===== config.mk =====
export PLATFORM = sky130hd
export DESIGN_NAME = shdw_region_decode
export DESIGN_NICKNAME = d
export VERILOG_FILES = /design/src/rtl/shdw_pkg.sv /design/src/rtl/shdw_window_classify.sv /design/src/rtl/shdw_segment_select.sv /design/src/rtl/shdw_route_pick.sv /design/src/rtl/shdw_region_decode.sv
export SDC_FILE = /design/constraint.sdc
export NUM_CORES = 1
export LEC_CHECK = 0
export BUFFER_PORTS_ARGS = -buffer_cell sky130_fd_sc_hd__buf_2
export CORE_AREA = 2 2 39 41
export DETAILED_ROUTE_END_ITERATION = 8
export DIE_AREA = 0 0 41 43
export GPL_TIMING_DRIVEN = 0
export PLACE_DENSITY_LB_ADDON = 0.3
export SYNTH_ARGS = -nofsm -noshare
export SYNTH_HDL_FRONTEND = slang
export SYNTH_SLANG_ARGS = --single-unit

===== constraint.sdc =====
create_clock -name vclk -period 1.3
set_input_delay 0.195 -clock vclk [all_inputs]
set_output_delay 0.195 -clock vclk [all_outputs]
set_load 0.05 [all_outputs]

===== src/rtl/shdw_pkg.sv =====
// Package: shared types and address-map constants for the shadow router.
// Assumes the three claimed windows are each 128 KB and aligned, so the
// top three address bits identify them.
package shdw_pkg;

    // Window codes produced by the classifier.
    typedef enum logic [1:0] {
        WIN_NONE  = 2'd0,
        WIN_SMRAM = 2'd1,
        WIN_XROM  = 2'd2,
        WIN_BIOS  = 2'd3
    } win_e;

    // One-hot routing result.
    typedef struct packed {
        logic internal;
        logic external;
        logic unclaimed;
    } route_t;

    localparam int unsigned WIN_SEL_W = 3;      // bits picking a 128 KB window
    localparam int unsigned SEG_SEL_W = 3;      // bits picking a 16 KB segment
    localparam logic [2:0]  SEL_SMRAM = 3'b101; // A0000h-BFFFFh
    localparam logic [2:0]  SEL_XROM  = 3'b110; // C0000h-DFFFFh
    localparam logic [2:0]  SEL_BIOS  = 3'b111; // E0000h-FFFFFh
    localparam int unsigned SEG_N     = 1 << SEG_SEL_W;
    localparam int unsigned WIDE_SEGS = 2;      // low segments sharing one enable

endpackage


===== src/rtl/shdw_window_classify.sv =====
// Module: maps the top address bits to a window code and a 16 KB segment
// index within that window. Assumes the caller passes only the top bits.
module shdw_window_classify
    import shdw_pkg::*;
(
    input  logic [WIN_SEL_W+SEG_SEL_W-1:0] addr_hi,
    output win_e                           win,
    output logic [SEG_SEL_W-1:0]           seg_idx
);

    localparam int unsigned HI_W = WIN_SEL_W + SEG_SEL_W;

    // Decode the window from the top three address bits.
    always_comb begin
        unique case (addr_hi[HI_W-1 -: WIN_SEL_W])
            SEL_SMRAM: win = WIN_SMRAM;
            SEL_XROM:  win = WIN_XROM;
            SEL_BIOS:  win = WIN_BIOS;
            default:   win = WIN_NONE;
        endcase
    end

    // The segment index is the next three bits down.
    assign seg_idx = addr_hi[SEG_SEL_W-1:0];

endmodule


===== src/rtl/shdw_segment_select.sv =====
// Module: picks the enable bit for one expansion segment and applies the
// master gate. Assumes the low WIDE_SEGS segments share one enable bit
// (index 1) and that every other segment's bit sits at its own index.
module shdw_segment_select
    import shdw_pkg::*;
(
    input  logic [SEG_N-1:0]     xrom_ctl,
    input  logic [SEG_SEL_W-1:0] seg_idx,
    output logic                 seg_on
);

    logic [SEG_N-1:0] seg_en;

    // Build the per-segment enable vector, one entry per 16 KB segment.
    for (genvar g = 0; g < SEG_N; g++) begin : g_seg
        if (g < WIDE_SEGS) begin : g_wide
            assign seg_en[g] = xrom_ctl[WIDE_SEGS-1];
        end else begin : g_narrow
            assign seg_en[g] = xrom_ctl[g];
        end
    end

    // Apply the master gate to the selected segment's enable.
    assign seg_on = xrom_ctl[0] & seg_en[seg_idx];

endmodule


===== src/rtl/shdw_route_pick.sv =====
// Module: turns the window, direction and enables into a one-hot route.
// Assumes seg_on already includes the expansion-area master gate.
module shdw_route_pick
    import shdw_pkg::*;
(
    input  win_e   win,
    input  logic   is_write,
    input  logic   seg_on,
    input  logic   bios_rd_en,
    input  logic   wr_protect,
    input  logic   smram_en,
    output route_t route
);

    localparam route_t R_INT = '{internal: 1'b1, external: 1'b0, unclaimed: 1'b0};
    localparam route_t R_EXT = '{internal: 1'b0, external: 1'b1, unclaimed: 1'b0};
    localparam route_t R_UNC = '{internal: 1'b0, external: 1'b0, unclaimed: 1'b1};

    // Choose the destination for each window and direction.
    always_comb begin
        unique case (win)
            WIN_SMRAM: route = smram_en ? R_INT : R_UNC;
            WIN_BIOS: begin
                if (is_write) route = wr_protect ? R_EXT : R_INT;
                else          route = bios_rd_en ? R_INT : R_EXT;
            end
            WIN_XROM: begin
                if (!seg_on)                     route = R_EXT;
                else if (is_write && wr_protect) route = R_EXT;
                else                             route = R_INT;
            end
            default:  route = R_UNC;
        endcase
    end

    // Check the SMRAM window and the enabled-segment read path.
    always_comb begin
        if (win == WIN_SMRAM && !smram_en) begin
            p_smram_off_r2: assert (route.unclaimed)
                else $error("SMRAM window claimed while disabled");
        end
        if (win == WIN_SMRAM && smram_en) begin
            p_smram_on_r1: assert (route.internal)
                else $error("SMRAM window not internal while enabled");
        end
        if (win == WIN_XROM && seg_on && !is_write) begin
            p_seg_read_r8: assert (route.internal)
                else $error("enabled segment read not internal");
        end
    end

endmodule


===== src/rtl/shdw_region_decode.sv =====
// Module (top): upper-memory shadow and SMRAM router. It is purely
// combinational. Assumes the address is a byte address of ADDR_W bits
// whose top six bits select the window and the 16 KB segment.
module shdw_region_decode
    import shdw_pkg::*;
#(
    parameter int unsigned ADDR_W = 20
) (
    input  logic [ADDR_W-1:0] mem_addr,
    input  logic              is_write,
    input  logic [7:0]        xrom_ctl,
    input  logic [7:0]        bios_ctl,
    input  logic              smram_en,
    output logic              route_int,
    output logic              route_ext,
    output logic              route_none
);

    localparam int unsigned HI_W  = WIN_SEL_W + SEG_SEL_W;
    localparam int unsigned LO_W  = ADDR_W - HI_W;
    localparam int unsigned RD_EN = 7;
    localparam int unsigned WP    = 6;

    win_e                 win;
    logic [SEG_SEL_W-1:0] seg_idx;
    logic                 seg_on;
    route_t               route;
    logic                 unused_bits;

    // Bits inside a segment and the spare BIOS control bits do not take part.
    assign unused_bits = ^{mem_addr[LO_W-1:0], bios_ctl[5:0]};

    shdw_window_classify u_classify (
        .addr_hi (mem_addr[ADDR_W-1 -: HI_W]),
        .win     (win),
        .seg_idx (seg_idx)
    );

    shdw_segment_select u_segsel (
        .xrom_ctl (xrom_ctl),
        .seg_idx  (seg_idx),
        .seg_on   (seg_on)
    );

    shdw_route_pick u_pick (
        .win        (win),
        .is_write   (is_write),
        .seg_on     (seg_on),
        .bios_rd_en (bios_ctl[RD_EN]),
        .wr_protect (bios_ctl[WP]),
        .smram_en   (smram_en),
        .route      (route)
    );

    // Drive the three port flags from the packed route.
    assign route_int  = route.internal;
    assign route_ext  = route.external;
    assign route_none = route.unclaimed;

    // Check the port-level routing rules.
    always_comb begin
        p_one_route_r9: assert ($onehot({route_int, route_ext, route_none}))
            else $error("route flags not one-hot");
        if (mem_addr[ADDR_W-1 -: WIN_SEL_W] == SEL_XROM && !xrom_ctl[0]) begin
            p_gate_closed_r5: assert (route_ext)
                else $error("gated expansion access not external");
        end
        if (is_write && bios_ctl[WP] && mem_addr[ADDR_W-1 -: WIN_SEL_W] == SEL_BIOS) begin
            p_bios_wp_r4: assert (route_ext)
                else $error("protected BIOS write not external");
        end
        if (mem_addr[ADDR_W-1] == 1'b0) begin
            p_low_unclaimed_r2: assert (route_none)
                else $error("low address claimed");
        end
    end

endmodule


## Yosys cells after proc, flatten, opt, wreduce, memory -nomap -nowiden

Cells that the tools add are included.

- Magnitude comparators: 1
- Equal/unequal tests: 6
- Bitwise operators: 1
- Mux-type cells: 10
- Reduce and logical (&&, ||, !) cells: 1

Operators by type and width:

| operator | number |
|---|---|
| $mux 3 | 6 |
| $eq 3x3->1 const B | 3 |
| $pmux 3 s3 | 1 |
| $pmux 2 s3 | 1 |
| $eq 2x2->1 const B | 2 |
| $lt 3x4->1 const B | 1 |
| $bmux 1 s3 | 1 |
| $eq 2x1->1 const B | 1 |
| $and 1x1->1 | 1 |
| $logic_and 1x1->1 | 1 |
| $mux 1 | 1 |

- Bits of input ports: 38
- Word-level logic and storage cells: 19
- Register bits: 0
- Output and inout bits: 3

## Longest topological paths before layout

Gate-level depths: netlist of the first run.

- Depth in word-level cells: 5
- Depth in mapped cells: 4
- Gate-level depth less buffers: 4

## Hierarchy

A second synthesis of the first run with hierarchy kept.

- Cell total of the unflattened synthesis: 22
- Area, all modules: 163.9 µm²

By module, submodules not included:

| module | times used | seq. area each (µm²) | area each (µm²) | cells each |
|---|---|---|---|---|
| shdw_route_pick | 1 | 0.0 | 68.8 | 11 |
| shdw_segment_select | 1 | 0.0 | 60.1 | 6 |
| shdw_window_classify | 1 | 0.0 | 35.0 | 5 |

## Worst setup path after synthesis of the first run

OpenSTA, ideal clock, no wires.

- Path kind: input to output
- From: input smram_en
- To: output route_int
- Cell stages on the path: 3
- Setup slack: -0.373 ns
- Buffers on the path: 0
- Data required time: 1.105 ns
- Data arrival time: 1.478 ns
- Cells stage by stage: a21o_1 -> nand2_1 -> a21oi_1

- Longest elaborated chain between the ends: 2

Ends and longest elaborated chain:

| what | line | RTL |
|---|---|---|
| start: declaration | shdw_region_decode.sv:13 | `input logic smram_en,` |
| $mux 3 | shdw_route_pick.sv:22 | `WIN_SMRAM: route = smram_en ? R_INT : R_UNC;` |
| $pmux 3 s3 | shdw_route_pick.sv:21 | `unique case (win)` |
| end: declaration | shdw_region_decode.sv:14 | `output logic route_int,` |

Every way passes these cells.

## Final worst setup path of the first run

- From: input mem_addr[15]
- To: output route_ext

- Longest elaborated chain between the ends: 5

Ends and longest elaborated chain:

| what | line | RTL |
|---|---|---|
| start: declaration | shdw_region_decode.sv:9 | `input logic [ADDR_W-1:0] mem_addr,` |
| $bmux 1 s3 | shdw_segment_select.sv:24 | `assign seg_on = xrom_ctl[0] & seg_en[seg_idx];` |
| $mux 1 (not written as such) | shdw_segment_select.sv:24 |  |
| $and 1x1->1 | shdw_segment_select.sv:24 |  |
| $mux 3 | shdw_route_pick.sv:28 | `if (!seg_on) route = R_EXT;` |
| $pmux 3 s3 | shdw_route_pick.sv:21 |  |
| end: declaration | shdw_region_decode.sv:15 | `output logic route_ext,` |

Every way passes these cells. The select of a mux whose other input is x is not followed.

==> results.sh, run 1 <==
export IMPL_grt_pass1_vias=206
export IMPL_totalWireLength_um=440
export IMPL_port_buffers=21
export IMPL_area_growth_pct=150.5
export IMPL_grt_pass1_wl_um=752
export IMPL_antenna_found_initial=0
export IMPL_swShare=0.4815
export IMPL_cp_slowest_cell="or3_1"
export IMPL_drtPass1Iterations=1
export IMPL_boundaryPins=41
export IMPL_die_width_um=41
export IMPL_finalSetupViolCount=2
export IMPL_cp_required_ns=1.11
export IMPL_grt_ovfl_total=0
export IMPL_fin_hold_ws_ns=0.7494
export IMPL_seq_cell_count=0
export IMPL_fin_crit_sh=1.190
export IMPL_syn_inst=18
export IMPL_period_minus_slack_ns=1.547
export IMPL_fill_cells=161
export IMPL_grt_max_degree=4
export IMPL_hold_class="in2out"
export IMPL_netlist_cell_type_count=14
export IMPL_hold_violations=0
export IMPL_nNetsFinal=81
export IMPL_intPower_w=0.00005418
export IMPL_fin_ws_ns=-0.2471
export IMPL_avgRoutedWirePerCell_um=7.719
export IMPL_fin_cells=57
export IMPL_rsz0062_at_grt="yes"
export IMPL_ys_seq_area_frac=0
export IMPL_power_density_mw_per_mm2=350.9
export IMPL_timing_fmax_mhz=646.4
export IMPL_dp_cells=55
export IMPL_slew_violations=0
export IMPL_vias=225
export IMPL_yosysWarnings=0
export IMPL_start_kind="primary input"
export IMPL_place_congestion=0.5670
export IMPL_critical_path_top_delay_family="simple AND/OR/NAND/NOR gates"
export IMPL_holdPathStages=3
export IMPL_holdCritStartpoint="mem_addr[19]"
export IMPL_critPathBufInv=2
export IMPL_drtIter0Drc=0
export IMPL_vdd_drop_max_mv=0.1296
export IMPL_end_kind="output pin"
export IMPL_p_sw_w=0.00005030
export IMPL_grtUsageTotal=0.05594
export IMPL_die_area_mm2=0.001763
export IMPL_syn_num_nets=56
export IMPL_slew_headroom=0.7755
export IMPL_cp_arrival_ns=1.35
export IMPL_pwr_share_seq=0
export IMPL_viasPerCell=3.947
export IMPL_setup_worst_path_class="in2out"
export IMPL_coreArea_mm2=0.001384
export IMPL_pwr_share_clk=0
export IMPL_drv_cap=0
export IMPL_drc=0
export IMPL_cpMostUsedCell="buf_8"
export IMPL_avgSynthCellArea_um2=6.604
export IMPL_postCtsHoldBufs=0
export IMPL_crit_chain="buf_8 > mux2_4 > or3_1 > nand4_1 > and3_4 > buf_8"
export IMPL_tightestPinTransition_ns=0.3338
export IMPL_violations="negative setup slack"
export IMPL_seqCellArea_um2=0
export IMPL_start_util=0.08590
export IMPL_p_comb_frac=1.000
export IMPL_ant_nets=0
export IMPL_clockBufferCount=0
export IMPL_n_antenna_cell=0
export IMPL_drive_above_1_share=0.6341
export IMPL_syn_area_um2=118.9
export IMPL_status="finished, violations left"
export IMPL_worstPathMaxFanout=2
export IMPL_die_h_um=43
export IMPL_rows=14
export IMPL_worstHoldEndpoint="route_none"
export IMPL_p_leak_nw=0.1650
export IMPL_critPathMaxStageDelay_ns=0.31
synthesized netlist by cell type:
cell type	number	area, um2
nor3_1	1	5.000
a21boi_0	1	7.510
or3_1	1	6.260
and3_1	1	6.260
inv_1	3	11.26
mux2_1	1	11.26
nand4_1	1	6.260
nand3_1	1	5.000
a21oi_1	1	5.000
nand2_1	1	3.750
mux2i_1	3	30.03
a21o_1	1	7.510
a211oi_1	1	7.510
a31oi_1	1	6.260
cell families after synthesis:
| family | count (synthesis) | synth area share |
|---|---|---|
| multiplexers | 4 | 0.3474 |
| AO/OA/AOI/OAI | 5 | 0.2843 |
| AND/OR/NAND/NOR | 6 | 0.2737 |
| buffers and inverters | 3 | 0.09473 |
power by group through the flow:
stage	Combinational (W)	Sequential [W]	Clock, W
floorplan	0.0000476	0	0
global route	0.000115	0	0
finish	0.000104	0	0
CTS	0.000106	0	0
detailed placement	0.0000878	0	0
global placement	0.0000869	0	0
routing by layer:
layer	GRT usage	vias up	wire (um)
met3	0.005236	0	74
met5	0	-	0
met4	0	0	0
met1	0.06329	97	164
met2	0.1094	14	201
li1	-	114	-
cells in the final DEF (no fill, tap or decap), drive strengths merged:
cell	synthesis	layout
nand4	1	1
mux2i	3	3
mux2	1	1
inv	3	3
a21o	1	1
nand3	1	1
a21oi	1	1
and3	1	1
or3	1	1
nor3	1	1
nand2	1	1
buf	0	23
a211oi	1	1
a21boi	1	1
a31oi	1	1
per-stage QoR:
step / setup WS, ns / TNS (ns) / utilization / instance area [um2] / total power [W]
2_1_floorplan: -0.07408 / -0.1472 / - / 127.6 / 0.00004755
3_3_place_gp: -0.4195 / -0.6790 / 0.1826 / 252.7 / 0.00008690
3_5_place_dp: -0.4317 / -0.7034 / 0.1826 / 252.7 / 0.00008780
4_1_cts: -0.2887 / -0.5675 / 0.2152 / 297.8 / 0.0001061
5_1_grt: -0.3068 / -0.6073 / 0.2152 / 297.8 / 0.0001150
6_report: -0.2471 / -0.4884 / 0.2152 / 297.8 / 0.0001045
area by class of cell:
type                       count  area (um2)  area share
inverter                       3       11.26     0.03782
multi-input combinational     15       120.1      0.4034
tap                           16       20.02     0.06723
timing repair buffer          23       146.4      0.4916
what timing repair did:
| action | in CTS | in global routing |
|---|---|---|
| setup endpoints to repair | 2 | 2 |
| setup buffers | 2 | 0 |
| pin swaps | 2 | 2 |
| resized for setup | 9 | 0 |
worst max path at each step:
stage	start	end	slack, ns	cells after the start
after floorplan	smram_en	route_int	-0.07	3
after global placement	mem_addr[15]	route_ext	-0.42	6
after detailed placement	mem_addr[15]	route_ext	-0.43	6
after CTS	mem_addr[15]	route_ext	-0.29	6
after global routing	mem_addr[15]	route_ext	-0.31	6
final	mem_addr[15]	route_ext	-0.25	6
Note: power is estimated with default switching activity, not from simulation.
==> inputs of run 2 (changes only) <==
RECOVER_POWER = 100   (was unset)
==> results.sh, run 2 (same netlist as run 1, synthesis figures left out) <==
export IMPL_start_kind="primary input"
export IMPL_grt_pass1_vias=206
export IMPL_area_growth_pct=150.5
export IMPL_final_cell_mix="buf_2, inv_1, mux2i_1, buf_8, buf_4"
export IMPL_setup_worst_path_class="in2out"
export IMPL_coreArea_mm2=0.001384
export IMPL_status="finished, violations left"
export IMPL_cp_arrival_ns=1.35
export IMPL_rows=14
export IMPL_finalSetupViolCount=2
export IMPL_slew_headroom=0.7757
export IMPL_drtPass1Iterations=1
export IMPL_end_kind="output pin"
export IMPL_drive_above_1_share=0.6341
export IMPL_vias=225
export IMPL_n_antenna_cell=0
export IMPL_violations="negative setup slack"
export IMPL_worstPathMaxFanout=2
export IMPL_post_place_ws_ns=-0.4317
export IMPL_fin_crit_sh=1.190
export IMPL_grt_pass1_wl_um=752
export IMPL_timing_fmax_mhz=646.4
export IMPL_viasPerCell=3.947
export IMPL_place_congestion=0.5670
export IMPL_fin_hold_ws_ns=0.7569
export IMPL_boundaryPins=41
export IMPL_ant_nets=0
export IMPL_rsz0062_at_grt="yes"
export IMPL_hold_class="in2out"
export IMPL_worstHoldEndpoint="route_int"
export IMPL_die_width_um=41
export IMPL_totalWireLength_um=440
export IMPL_die_h_um=43
export IMPL_p_leak_nw=0.1657
export IMPL_die_area_mm2=0.001763
export IMPL_crit_start="mem_addr[15]"
export IMPL_drv_cap=0
export IMPL_drc=0
export IMPL_clockBufferCount=0
export IMPL_holdCritStartpoint="mem_addr[19]"
export IMPL_grtUsageTotal=0.05594
export IMPL_power_density_mw_per_mm2=350.9
export IMPL_port_buffers=21
export IMPL_drtIter0Drc=0
export IMPL_grt_ovfl_total=0
export IMPL_final_common_cell="buf_2"
export IMPL_grt_max_degree=4
export IMPL_antenna_found_initial=0
export IMPL_start_util=0.08590
export IMPL_period_minus_slack_ns=1.547
export IMPL_slew_violations=0
export IMPL_cp_required_ns=1.11
export IMPL_holdPathStages=4
export IMPL_avgRoutedWirePerCell_um=7.719
export IMPL_vdd_drop_max_mv=0.1293
export IMPL_seqCellArea_um2=0
export IMPL_tightestPinTransition_ns=0.3334
export IMPL_hold_violations=0
export IMPL_fin_ws_ns=-0.2470
export IMPL_nNetsFinal=81
export IMPL_seq_cell_count=0
-- run 2: cell types whose count changed in the layout (fill, tap and decap cells not counted), sizes merged --
cell,before,now
clkbuf,0,1
buf,23,22
-- run 2: worst max-delay path by stage --
stage	end	slack (ns)
final	route_ext	-0.25
after global routing	route_ext	-0.31
after CTS	route_ext	-0.29
after detailed placement	route_ext	-0.43
after global placement	route_ext	-0.42
after floorplan	route_int	-0.07
-- run 2: cell type report --
type | instances | area [um2]
fillers | 161 | 1086
inverters | 3 | 11.26
multi-input cells | 15 | 120.1
well taps | 16 | 20.02
repair buffers | 23 | 146.4
-- run 2: power by group --
group	internal (W)	switching, W
Combinational	0.0000541	0.0000504
Sequential	0	0
Clock	0	0
-- run 2: stage by stage --
step	utilization	cell area (um2)	setup TNS, ns	power (W)	std cells
2_1_floorplan	-	127.6	-0.1472	0.00004755	18
3_3_place_gp	0.1826	252.7	-0.6790	0.00008690	55
3_5_place_dp	0.1826	252.7	-0.7034	0.00008780	55
4_1_cts	0.2152	297.8	-0.5675	0.0001061	57
5_1_grt	0.2152	297.8	-0.6073	0.0001150	57
6_report	0.2152	297.8	-0.4883	0.0001045	57
-- run 2: critical path, stage by stage --
cell and delay, ns:
buf_8 0.10, mux2_4 0.28, or3_1 0.31, nand4_1 0.13, and3_4 0.20, buf_8 0.14
-- run 2: what timing repair did --
item                                    4_1_cts  5_1_grt
gates resized for setup                       9        0
hold buffers                                  0        0
endpoints found under the setup margin        2        2
setup buffers                                 2        0
pin swaps                                     2        2
-- run 2: routing by layer --
metal | up-vias | track usage | part of all wire
met3 | 0 | 0.005236 | 0.17
li1 | 114 | - | -
met2 | 14 | 0.1094 | 0.46
met1 | 97 | 0.06329 | 0.37
met4 | 0 | 0 | 0
met5 | - | 0 | 0
==> inputs of run 3 (changes only) <==
--- a/config.mk
+++ b/config.mk
@@ -7,7 +7,7 @@
 export LEC_CHECK = 0
 export BUFFER_PORTS_ARGS = -buffer_cell sky130_fd_sc_hd__buf_2
-export CORE_AREA = 2 2 39 41
+export CORE_AREA = 5 5 42 44
 export DETAILED_ROUTE_END_ITERATION = 8
-export DIE_AREA = 0 0 41 43
+export DIE_AREA = 0 0 47 49
 export GPL_TIMING_DRIVEN = 0
 export PLACE_DENSITY_LB_ADDON = 0.3
==> constraint.sdc (replaced) <==
create_clock -name vclk -period 1.3
set_input_delay 0.195 -clock vclk [all_inputs]
set_output_delay 0.195 -clock vclk [all_outputs]
set_load 0.01 [all_outputs]
==> results.sh, run 3 (same netlist as run 1, synthesis figures left out) <==
export IMPL_post_place_ws_ns=-0.2253
export IMPL_antenna_found_initial=0
export IMPL_coreArea_mm2=0.001401
export IMPL_port_buffers=21
export IMPL_utilization=0.1884
export IMPL_start_util=0.08482
export IMPL_seqCellArea_um2=0
export IMPL_grt_pass1_wl_um=655
export IMPL_seq_cell_count=0
export IMPL_grt_max_degree=4
export IMPL_p_sw_w=0.00002816
export IMPL_period_minus_slack_ns=1.468
export IMPL_hold_class="in2out"
export IMPL_crit_start="mem_addr[15]"
export IMPL_slew_headroom=0.8520
export IMPL_setup_worst_path_class="in2out"
export IMPL_n_antenna_cell=0
export IMPL_end_kind="output pin"
export IMPL_swShare=0.3936
export IMPL_rows=14
export IMPL_p_leak_nw=0.1564
export IMPL_nNetsFinal=80
export IMPL_drc=0
export IMPL_hold_violations=0
export IMPL_fin_ws_ns=-0.1679
export IMPL_viasPerCell=3.768
export IMPL_violations="negative setup slack"
export IMPL_drtPass1Iterations=1
export IMPL_drive_above_1_share=0.5500
export IMPL_grtUsageTotal=0.03579
export IMPL_postCtsHoldBufs=0
export IMPL_start_kind="primary input"
export IMPL_cp_required_ns=1.11
export IMPL_die_h_um=49
export IMPL_drtIter0Drc=0
export IMPL_pwr_share_seq=0
export IMPL_area_growth_pct=122.1
export IMPL_pwr_share_clk=0
export IMPL_die_area_mm2=0.002303
export IMPL_boundaryPins=41
export IMPL_vdd_drop_max_mv=0.06679
export IMPL_die_width_um=47
export IMPL_drv_cap=0
export IMPL_final_common_cell="buf_2"
export IMPL_cp_endpoint="route_ext"
export IMPL_tightestPinTransition_ns=0.2201
export IMPL_slew_violations=0
export IMPL_power_density_mw_per_mm2=271.0
export IMPL_fin_crit_sh=1.129
export IMPL_avgRoutedWirePerCell_um=8.696
export IMPL_final_cell_mix="buf_2, inv_1, mux2i_1"
export IMPL_status="finished, violations left"
export IMPL_p_comb_frac=1.000
export IMPL_grt_ovfl_total=0
export IMPL_dp_hpwl_um=455
export IMPL_vias=211
export IMPL_cp_arrival_ns=1.27
export IMPL_clockBufferCount=0
export IMPL_timing_fmax_mhz=681.3
export IMPL_totalWireLength_um=487
export IMPL_finalSetupViolCount=2
export IMPL_intPower_w=0.00004339
export IMPL_worstPathMaxFanout=2
export IMPL_rsz0062_at_grt="yes"
export IMPL_place_congestion=0.5872
export IMPL_ant_nets=0
export IMPL_grt_pass1_vias=187
export IMPL_finalPower_w=0.00007155
run 3: cell types whose count changed in the layout (fill, tap and decap cells not counted):
cell / change
buf_2: +2
a21oi_2: -1
buf_8: -1
buf_4: -1
a21oi_1: +1
clkbuf_1: +1
clkbuf_2: -1
and3_1: +1
and3_4: -1
buf_6: -1
run 3: worst min-delay path by stage:
stage / start / end / slack (ns) / depth (start not counted)
3_3_place_gp: mem_addr[19] / route_none / 0.65 / 3
5_1_grt: mem_addr[19] / route_none / 0.70 / 3
6_report: mem_addr[19] / route_none / 0.65 / 3
3_5_place_dp: mem_addr[19] / route_none / 0.66 / 3
4_1_cts: mem_addr[19] / route_none / 0.66 / 3
2_1_floorplan: mem_addr[19] / route_none / 0.47 / 1
run 3: critical path: stages:
cell	delay [ns]
buf_8	0.10
mux2_4	0.28
or3_1	0.30
nand4_1	0.12
and3_1	0.16
buf_2	0.12
run 3: per-layer routing:
layer / GRT usage / up-vias / routed length (um)
li1: - / 112 / -
met1: 0.04348 / 85 / 180
met4: 0 / 0 / 0
met5: 0 / - / 0
met2: 0.06787 / 14 / 219
met3: 0.003690 / 0 / 87
run 3: final cells by class:
type / instances / area (um2)
timing repair buffer: 22 / 121.4
fill: 171 / 1137
inverter: 3 / 11.26
multi-input combinational: 15 / 111.4
tap: 16 / 20.02
run 3: stage by stage:
step                area [um2]  cells  TNS (ns)  hold WS, ns
finish                   264.0     56   -0.2743       0.6463
global route             264.0     56   -0.4109       0.6961
CTS                      265.3     56   -0.3736       0.6644
detailed placement       244.0     55   -0.3843       0.6620
global placement         244.0     55   -0.3993       0.6547
floorplan                118.9     18         0       0.4671
run 3: repair_timing:
| action | CTS | global route |
|---|---|---|
| setup endpoints to repair | 2 | 2 |
| gates cloned | 0 | 0 |
| pin swaps | 3 | 2 |
| setup buffers | 1 | 0 |
| hold endpoints to repair | 0 | 0 |
| gates resized for setup | 4 | 0 |
run 3: power by group through the flow:
stage	Combinational, W	Clock, W	Sequential [W]
final	0.0000715	0	0
after global routing	0.0000804	0	0
after global placement	0.0000648	0	0
after detailed placement	0.0000655	0	0
after floorplan	0.0000254	0	0
after CTS	0.0000740	0	0
